`src/rtl/hpb_pkg.sv`:
```
package hpb_pkg;
    localparam int BYTE_W = 8;
    localparam int WORD_W = 2 * BYTE_W;

    typedef enum logic [1:0] {
        SEL_CTRL = 2'b00,
        SEL_DINC = 2'b01,
        SEL_ADDR = 2'b10,
        SEL_DFIX = 2'b11
    } hsel_e;

    typedef enum logic [1:0] {
        ST_IDLE,
        ST_MEM,
        ST_CAPT,
        ST_HOLD
    } hpb_state_e;
endpackage

```
`src/rtl/hpb_sync.sv`:
```
module hpb_sync #(
    parameter int W = 1,
    parameter logic [W-1:0] INIT = '0
) (
    input  logic         clk,
    input  logic         rst_n,
    input  logic [W-1:0] d,
    output logic [W-1:0] q
);
    logic [W-1:0] s1, s2;

    always_ff @(posedge clk or negedge rst_n) begin
        if (!rst_n) begin
            s1 <= INIT;
            s2 <= INIT;
        end else begin
            s1 <= d;
            s2 <= s1;
        end
    end

    assign q = s2;
endmodule

```
`src/rtl/hpb_front.sv`:
```
module hpb_front (
    input  logic       clk,
    input  logic       rst_n,
    input  logic       use_rw,
    input  logic       use_as,
    input  logic       cs_n,
    input  logic       rd_n,
    input  logic       wr_n,
    input  logic       ds_n,
    input  logic       rw,
    input  logic       as_n,
    input  logic [1:0] sel_in,
    input  logic       hl_in,
    output logic       act,
    output logic       is_rd,
    output logic [1:0] sel_o,
    output logic       hl_o
);
    logic       as_prev;
    logic [1:0] sel_lat;
    logic       hl_lat;

    always_ff @(posedge clk or negedge rst_n) begin
        if (!rst_n) begin
            as_prev <= 1'b1;
            sel_lat <= '0;
            hl_lat  <= 1'b0;
        end else begin
            as_prev <= as_n;
            if (as_prev && !as_n) begin
                sel_lat <= sel_in;
                hl_lat  <= hl_in;
            end
        end
    end

    assign act   = !cs_n && (use_rw ? !ds_n : (!rd_n || !wr_n));
    assign is_rd = use_rw ? rw : !rd_n;
    assign sel_o = use_as ? sel_lat : sel_in;
    assign hl_o  = use_as ? hl_lat  : hl_in;
endmodule

```
`src/rtl/hpb_core.sv`:
```
module hpb_core
    import hpb_pkg::*;
#(
    parameter int AW = 8
) (
    input  logic              clk,
    input  logic              rst_n,
    input  logic              act,
    input  logic              is_rd,
    input  logic [1:0]        sel,
    input  logic              hl,
    input  logic [BYTE_W-1:0] din,
    input  logic              raw_act,
    input  logic              core_irq_ack,
    input  logic              core_hint_set,
    input  logic [WORD_W-1:0] mem_rdata,
    output logic [BYTE_W-1:0] dout,
    output logic              oe,
    output logic              hrdy,
    output logic              hint_n,
    output logic              core_irq,
    output logic              mem_en,
    output logic              mem_we,
    output logic [AW-1:0]     mem_addr,
    output logic [WORD_W-1:0] mem_wdata
);
    hpb_state_e state_q, state_d;
    logic [BYTE_W-1:0] stage_q;
    logic [WORD_W-1:0] rlat_q, wdata_q, word;
    logic [AW-1:0]     addr_q;
    logic              acc_rd_q, hint_q, irq_q;
    hsel_e             acc_sel_q;
    hsel_e             sel_e;
    logic              is_data;

    assign sel_e   = hsel_e'(sel);
    assign is_data = (sel_e == SEL_DINC) || (sel_e == SEL_DFIX);
    assign word    = {din, stage_q};

    // state register
    always_ff @(posedge clk or negedge rst_n) begin
        if (!rst_n) state_q <= ST_IDLE;
        else        state_q <= state_d;
    end

    // next state
    always_comb begin
        state_d = state_q;
        unique case (state_q)
            ST_IDLE: if (act) state_d = (is_data && (is_rd != hl)) ? ST_MEM : ST_HOLD;
            ST_MEM:  state_d = ST_CAPT;
            ST_CAPT: state_d = ST_HOLD;
            ST_HOLD: if (!act) state_d = ST_IDLE;
        endcase
    end

    // outputs
    always_comb begin
        mem_en = (state_q == ST_MEM);
        mem_we = (state_q == ST_MEM) && !acc_rd_q;
        hrdy   = !((state_q == ST_MEM) || (state_q == ST_CAPT) ||
                   ((state_q == ST_IDLE) && raw_act));
        oe     = (state_q == ST_HOLD) && acc_rd_q && raw_act;
    end

    // datapath
    always_ff @(posedge clk or negedge rst_n) begin
        if (!rst_n) begin
            stage_q   <= '0;
            rlat_q    <= '0;
            wdata_q   <= '0;
            addr_q    <= '0;
            dout      <= '0;
            acc_rd_q  <= 1'b0;
            acc_sel_q <= SEL_CTRL;
            hint_q    <= 1'b0;
            irq_q     <= 1'b0;
        end else begin
            if (state_q == ST_IDLE && act) begin
                acc_rd_q  <= is_rd;
                acc_sel_q <= sel_e;
                if (!is_rd && !hl) begin
                    stage_q <= din;
                end else if (!is_rd && hl) begin
                    unique case (sel_e)
                        SEL_CTRL: begin
                            if (word[0]) irq_q  <= 1'b1;
                            if (word[1]) hint_q <= 1'b0;
                        end
                        SEL_ADDR: addr_q  <= word[AW-1:0];
                        default:  wdata_q <= word;
                    endcase
                end else if (is_rd && !hl) begin
                    unique case (sel_e)
                        SEL_CTRL: begin
                            rlat_q <= {{(WORD_W-2){1'b0}}, hint_q, irq_q};
                            dout   <= {{(BYTE_W-2){1'b0}}, hint_q, irq_q};
                        end
                        SEL_ADDR: begin
                            rlat_q <= {{(WORD_W-AW){1'b0}}, addr_q};
                            dout   <= addr_q[BYTE_W-1:0];
                        end
                        default: ;
                    endcase
                end else begin
                    dout <= rlat_q[WORD_W-1:BYTE_W];
                    if (sel_e == SEL_DINC) addr_q <= addr_q + 1'b1;
                end
            end
            if (state_q == ST_CAPT) begin
                if (acc_rd_q) begin
                    rlat_q <= mem_rdata;
                    dout   <= mem_rdata[BYTE_W-1:0];
                end else if (acc_sel_q == SEL_DINC) begin
                    addr_q <= addr_q + 1'b1;
                end
            end
            if (core_irq_ack)  irq_q  <= 1'b0;
            if (core_hint_set) hint_q <= 1'b1;
        end
    end

    assign hint_n    = !hint_q;
    assign core_irq  = irq_q;
    assign mem_addr  = addr_q;
    assign mem_wdata = wdata_q;
endmodule

```
`src/rtl/hostport_bridge.sv`:
```
module hostport_bridge #(
    parameter int AW = 8
) (
    input  logic          clk,
    input  logic          rst_n,
    input  logic          hcs_n,
    input  logic          hrd_n,
    input  logic          hwr_n,
    input  logic          hds_n,
    input  logic          hrw,
    input  logic          has_n,
    input  logic [1:0]    hsel,
    input  logic          hhl,
    input  logic [7:0]    hd_in,
    output logic [7:0]    hd_out,
    output logic          hd_oe,
    output logic          hrdy,
    output logic          hint_n,
    input  logic          use_rw,
    input  logic          use_as,
    output logic          core_irq,
    input  logic          core_irq_ack,
    input  logic          core_hint_set,
    output logic          mem_en,
    output logic          mem_we,
    output logic [AW-1:0] mem_addr,
    output logic [15:0]   mem_wdata,
    input  logic [15:0]   mem_rdata
);
    localparam int CTL_W = 6;
    localparam int BUS_W = 2 + 1 + 8;

    logic [CTL_W-1:0] ctl_s;
    logic [BUS_W-1:0] bus_s;
    logic             act, is_rd, hl_f, raw_act;
    logic [1:0]       sel_f;

    hpb_sync #(.W(CTL_W), .INIT({CTL_W{1'b1}})) u_sync_ctl (
        .clk(clk), .rst_n(rst_n),
        .d({hcs_n, hrd_n, hwr_n, hds_n, hrw, has_n}), .q(ctl_s));

    hpb_sync #(.W(BUS_W), .INIT('0)) u_sync_bus (
        .clk(clk), .rst_n(rst_n),
        .d({hsel, hhl, hd_in}), .q(bus_s));

    hpb_front u_front (
        .clk(clk), .rst_n(rst_n), .use_rw(use_rw), .use_as(use_as),
        .cs_n(ctl_s[5]), .rd_n(ctl_s[4]), .wr_n(ctl_s[3]), .ds_n(ctl_s[2]),
        .rw(ctl_s[1]), .as_n(ctl_s[0]), .sel_in(bus_s[10:9]), .hl_in(bus_s[8]),
        .act(act), .is_rd(is_rd), .sel_o(sel_f), .hl_o(hl_f));

    assign raw_act = !hcs_n && (use_rw ? !hds_n : (!hrd_n || !hwr_n));

    hpb_core #(.AW(AW)) u_core (
        .clk(clk), .rst_n(rst_n), .act(act), .is_rd(is_rd), .sel(sel_f),
        .hl(hl_f), .din(bus_s[7:0]), .raw_act(raw_act),
        .core_irq_ack(core_irq_ack), .core_hint_set(core_hint_set),
        .mem_rdata(mem_rdata), .dout(hd_out), .oe(hd_oe), .hrdy(hrdy),
        .hint_n(hint_n), .core_irq(core_irq), .mem_en(mem_en),
        .mem_we(mem_we), .mem_addr(mem_addr), .mem_wdata(mem_wdata));
endmodule

```
`config.mk`:
```
export PLATFORM = sky130hd
export DESIGN_NAME = hostport_bridge
export DESIGN_NICKNAME = d
export VERILOG_FILES = /design/src/rtl/hpb_pkg.sv /design/src/rtl/hpb_sync.sv /design/src/rtl/hpb_front.sv /design/src/rtl/hpb_core.sv /design/src/rtl/hostport_bridge.sv
export SDC_FILE = /design/constraint.sdc
export NUM_CORES = 1
export LEC_CHECK = 0
export ABC_AREA = 1
export CORE_AREA = 2 2 89 91
export DETAILED_ROUTE_END_ITERATION = 12
export DIE_AREA = 0 0 91 93
export GPL_TIMING_DRIVEN = 0
export PLACE_DENSITY = 0.84
export SYNTH_ARGS = -nofsm -noshare
export SYNTH_HDL_FRONTEND = slang
export SYNTH_SLANG_ARGS = --single-unit
export TNS_END_PERCENT = 20
```
`constraint.sdc`:
```
create_clock -name clk -period 3.5 [get_ports clk]
set_input_delay 0.525 -clock clk [delete_from_list [all_inputs] [get_ports clk]]
set_output_delay 0.525 -clock clk [all_outputs]
set_load 0.005 [all_outputs]
```
==> flow_metrics.py <==
metrics = {
    "die": {
        "initial_core_util_pct": 55.0,
        "fp.coreArea_um2": 7530,
        "die-width_um": 91,
        "ios": 77,
        "die-height_um": 93,
        "die-area_um2": 8460,
        "rows": 32,
    },
    "timing": {
        "slew_violations": 0,
        "worstMarginPinSlew_ns": 0.513,
        "min_period_ns": 2.56,
        "rsz0062_at_grt": "false",
        "hold_violations": 0,
        "relSlewSlack_pct": 65.8,
        "whs_ns": 0.0362,
        "skew_ns": 0.00596,
        "fin_tns_setup_ns": 0,
        "fmax_ghz": 0.391,
        "fin_crit_sh_pct": 73.0,
        "finalSetupViolCount": 0,
    },
    "global_route": {
        "met1_usage_pct": 29.2,
        "groute.usage.overall_pct": 22.6,
        "grt_busiest_layer": "met2",
        "grt_pass1_vias": 3200,
        "grt_use_met2_pct": 37.1,
        "grt_pass1_wl_um": 15200,
        "met3_usage_pct": 5.40,
        "antenna_found_initial": 0,
        "overflow": 0,
        "grt_max_degree": 73,
    },
    "worst_setup_path": {
        "critical_path_required_ns": 3.77,
        "setup.worst_path.start_class": "input pin",
        "endpoint_kind": "flop",
        "critPathArrivalTime_ns": 2.82,
        "path_max_fanout": 7,
        "criticalPathCategory": "in -> reg",
    },
    "finish": {
        "drive_above_1_share_pct": 16.9,
        "layout.nets": 582,
        "n_antenna_cell": 0,
        "fill_cells": 587,
        "register_area_um2": 2340,
        "multi_input_area_um2": 1520,
        "area_delta_synth_final_pct": 26.9,
    },
    "clock_tree": {
        "cts_root_buffer": "clkbuf_8",
        "path_clk_slew_ns": 0.10,
        "cts_buffers": 9,
        "cts_resized": 0,
        "worst_skew_pair.late_latency_ns": 0.36,
        "cts_tree": "built",
        "post_cts_buffers": 0,
        "cts_num_sinks": 93,
        "h-tree-depth": 3,
        "cts_hold_repair.buffers": 0,
        "clk_path_buf_depth": 2,
    },
    "worst_hold_path": {
        "min_path_type": "in -> async",
    },
    "logic_synthesis": {
        "syn_area_per_cell_um2": 9.25,
        "synth_seq_cells": 93,
        "syn_area_um2": 4140,
        "synthArstFlopShare_pct": 100,
        "ys_types": 32,
        "synth_cells": 447,
        "synth_top_area_share_pct": 48.4,
        "synth.area.top_cells": "dfrtp_1, nand2_1, dfstp_2",
        "ys_seq_area_share_pct": 56.7,
        "ys.flop_type": "dfrtp_1",
        "syn_nets": 494,
        "synth_edf_count": 0,
        "yosysTopAreaCell": "dfrtp_1",
        "yosys_warnings": 0,
    },
    "flow_run": {
        "drv_cap": 0,
    },
    "pwr": {
        "vdd_ir_drop_max_uv": 457,
        "power.total_mw": 3.65,
        "p_leak_nw": 2.50,
        "power.density_nw_per_um2": 695,
    },
    "route": {
        "first_iter_violations": 235,
        "wirelength_um": 9050,
        "vias": 3317,
        "via_per_inst": 5.17,
        "avgRoutedWirePerCell_um": 14.1,
        "ant_nets": 0,
        "drt_pass1_iterations": 5,
        "drc_errors": 0,
    },
    "placed_design": {
        "gp_congestion": 0.868,
        "hpwl_um": 6560,
        "port_buffers": 76,
    },
    "run_status": {
        "status": "complete, no violations",
    },
}
per-layer routing:
metal	wire length, µm	share of wire (%)
met5	0	0
met4	167	1.8
met1	3780	42
met3	534	5.9
met2	4570	50
cells by family after synthesis:
logic type / share of synthesized area, %
buffers and inverters: 6.71
AND/OR/NAND/NOR: 22.7
XOR/XNOR: 0.635
AO/OA/AOI/OAI: 10.4
adder cells (fa/ha/maj): 2.42
multiplexers: 0.544
flip-flops: 56.7
critical path: stages:
cell	delay, ns
clkdlybuf4s50_1	0.53
inv_2	0.06
or2_2	0.26
o21ai_0	0.16
ha_1	0.32
inv_1	0.17
nand3_1	0.22
nand2_1	0.14
nand3_2	0.16
nand2_1	0.06
nand2_1	0.06
nand2_1	0.05
nand2_1	0.06
inv_1	0.04
cell type report:
type / instances / area share (%)
repair buffers: 77 / 15.0
clock buffers: 9 / 2.36
clock inverters: 7 / 1.45
plain buffers: 13 / 1.50
inverters: 53 / 3.79
well taps: 102 / 2.43
multi-input cells: 288 / 28.9
flip-flops and latches: 93 / 44.6
cells in the mapped netlist (6+ instances only):
cell      number
a21oi_1       21
clkbuf_1       6
dfrtp_1       80
dfstp_2       13
ha_1           8
inv_1         50
nand2_1      102
nand2_2       15
nand3_1       39
nor2_1        27
o21ai_0       31
o21ai_2       15
or2_2         10
path summary, 6_finish.rpt:
path                            slack, ns                          endpoint  cells past startpoint                        from
worst min register to register       0.36         u_sync_bus.q[7]$_DFF_PN0_                      0  u_sync_bus.s1[7]$_DFF_PN0_
min in group clk                     0.36         u_sync_bus.q[7]$_DFF_PN0_                      0  u_sync_bus.s1[7]$_DFF_PN0_
worst min-delay path                 0.04   u_core.mem_wdata[4]$_DFFE_PN0P_                      1                       rst_n
worst max-delay path                 0.94      u_core.mem_addr[3]$_DFF_PN0_                     14                      use_as
worst max register to register       1.25  u_core.mem_wdata[12]$_DFFE_PN0P_                     11   u_sync_ctl.q[4]$_DFF_PN1_
max in group asynchronous            2.80         u_front.as_prev$_DFF_PN1_                      2                       rst_n
cells in the final DEF (no fill, tap or decap), drive strengths merged, types with 2 or more instances in the layout:
master         netlist  layout
nand3               43      43
a21oi               22      22
or2                 10      10
ha                   8       8
nand2              118     118
nor2                28      28
clkdlybuf4s50        0      75
dfstp               13      13
dfrtp               80      80
mux2                 2       2
clkbuf               6      15
xor2                 2       2
buf                  7       9
nand4                2       2
o21ai               46      46
inv                 53      56
clkinv               0       4
per-stage QoR:
step | worst slack (ns) | util, % | cells | area (µm²)
6_report | 0.944 | 69.7 | 642 | 5250
5_1_grt | 0.683 | 69.7 | 642 | 5250
4_1_cts | 0.949 | 69.7 | 642 | 5250
3_5_place_dp | 0.560 | 67.1 | 626 | 5050
3_3_place_gp | -1.32 | 66.8 | 625 | 5020
2_1_floorplan | 1.51 | - | 447 | 4140
sequential cells by signal (all words and copies together) (netlist names), 2 cells and up:
signal,flops
u_core.state_q,2
u_core.mem_addr,8
u_core.rlat_q,8
u_front.sel_lat,2
u_core.stage_q,8
u_core.dout,8
u_sync_bus.q,11
u_sync_ctl.s1,6
u_sync_bus.s1,11
u_core.mem_wdata,16
u_core.acc_sel_q,2
u_sync_ctl.q,6
report_power, final:
group | internal [mW] | switching [mW] | leakage [nW]
clock network | 0.283 | 0.422 | 0.102
registers | 1.37 | 0.234 | 1.12
logic | 0.675 | 0.665 | 1.28
total | 2.33 | 1.32 | 2.50
Power figures use the tool's default switching activity.
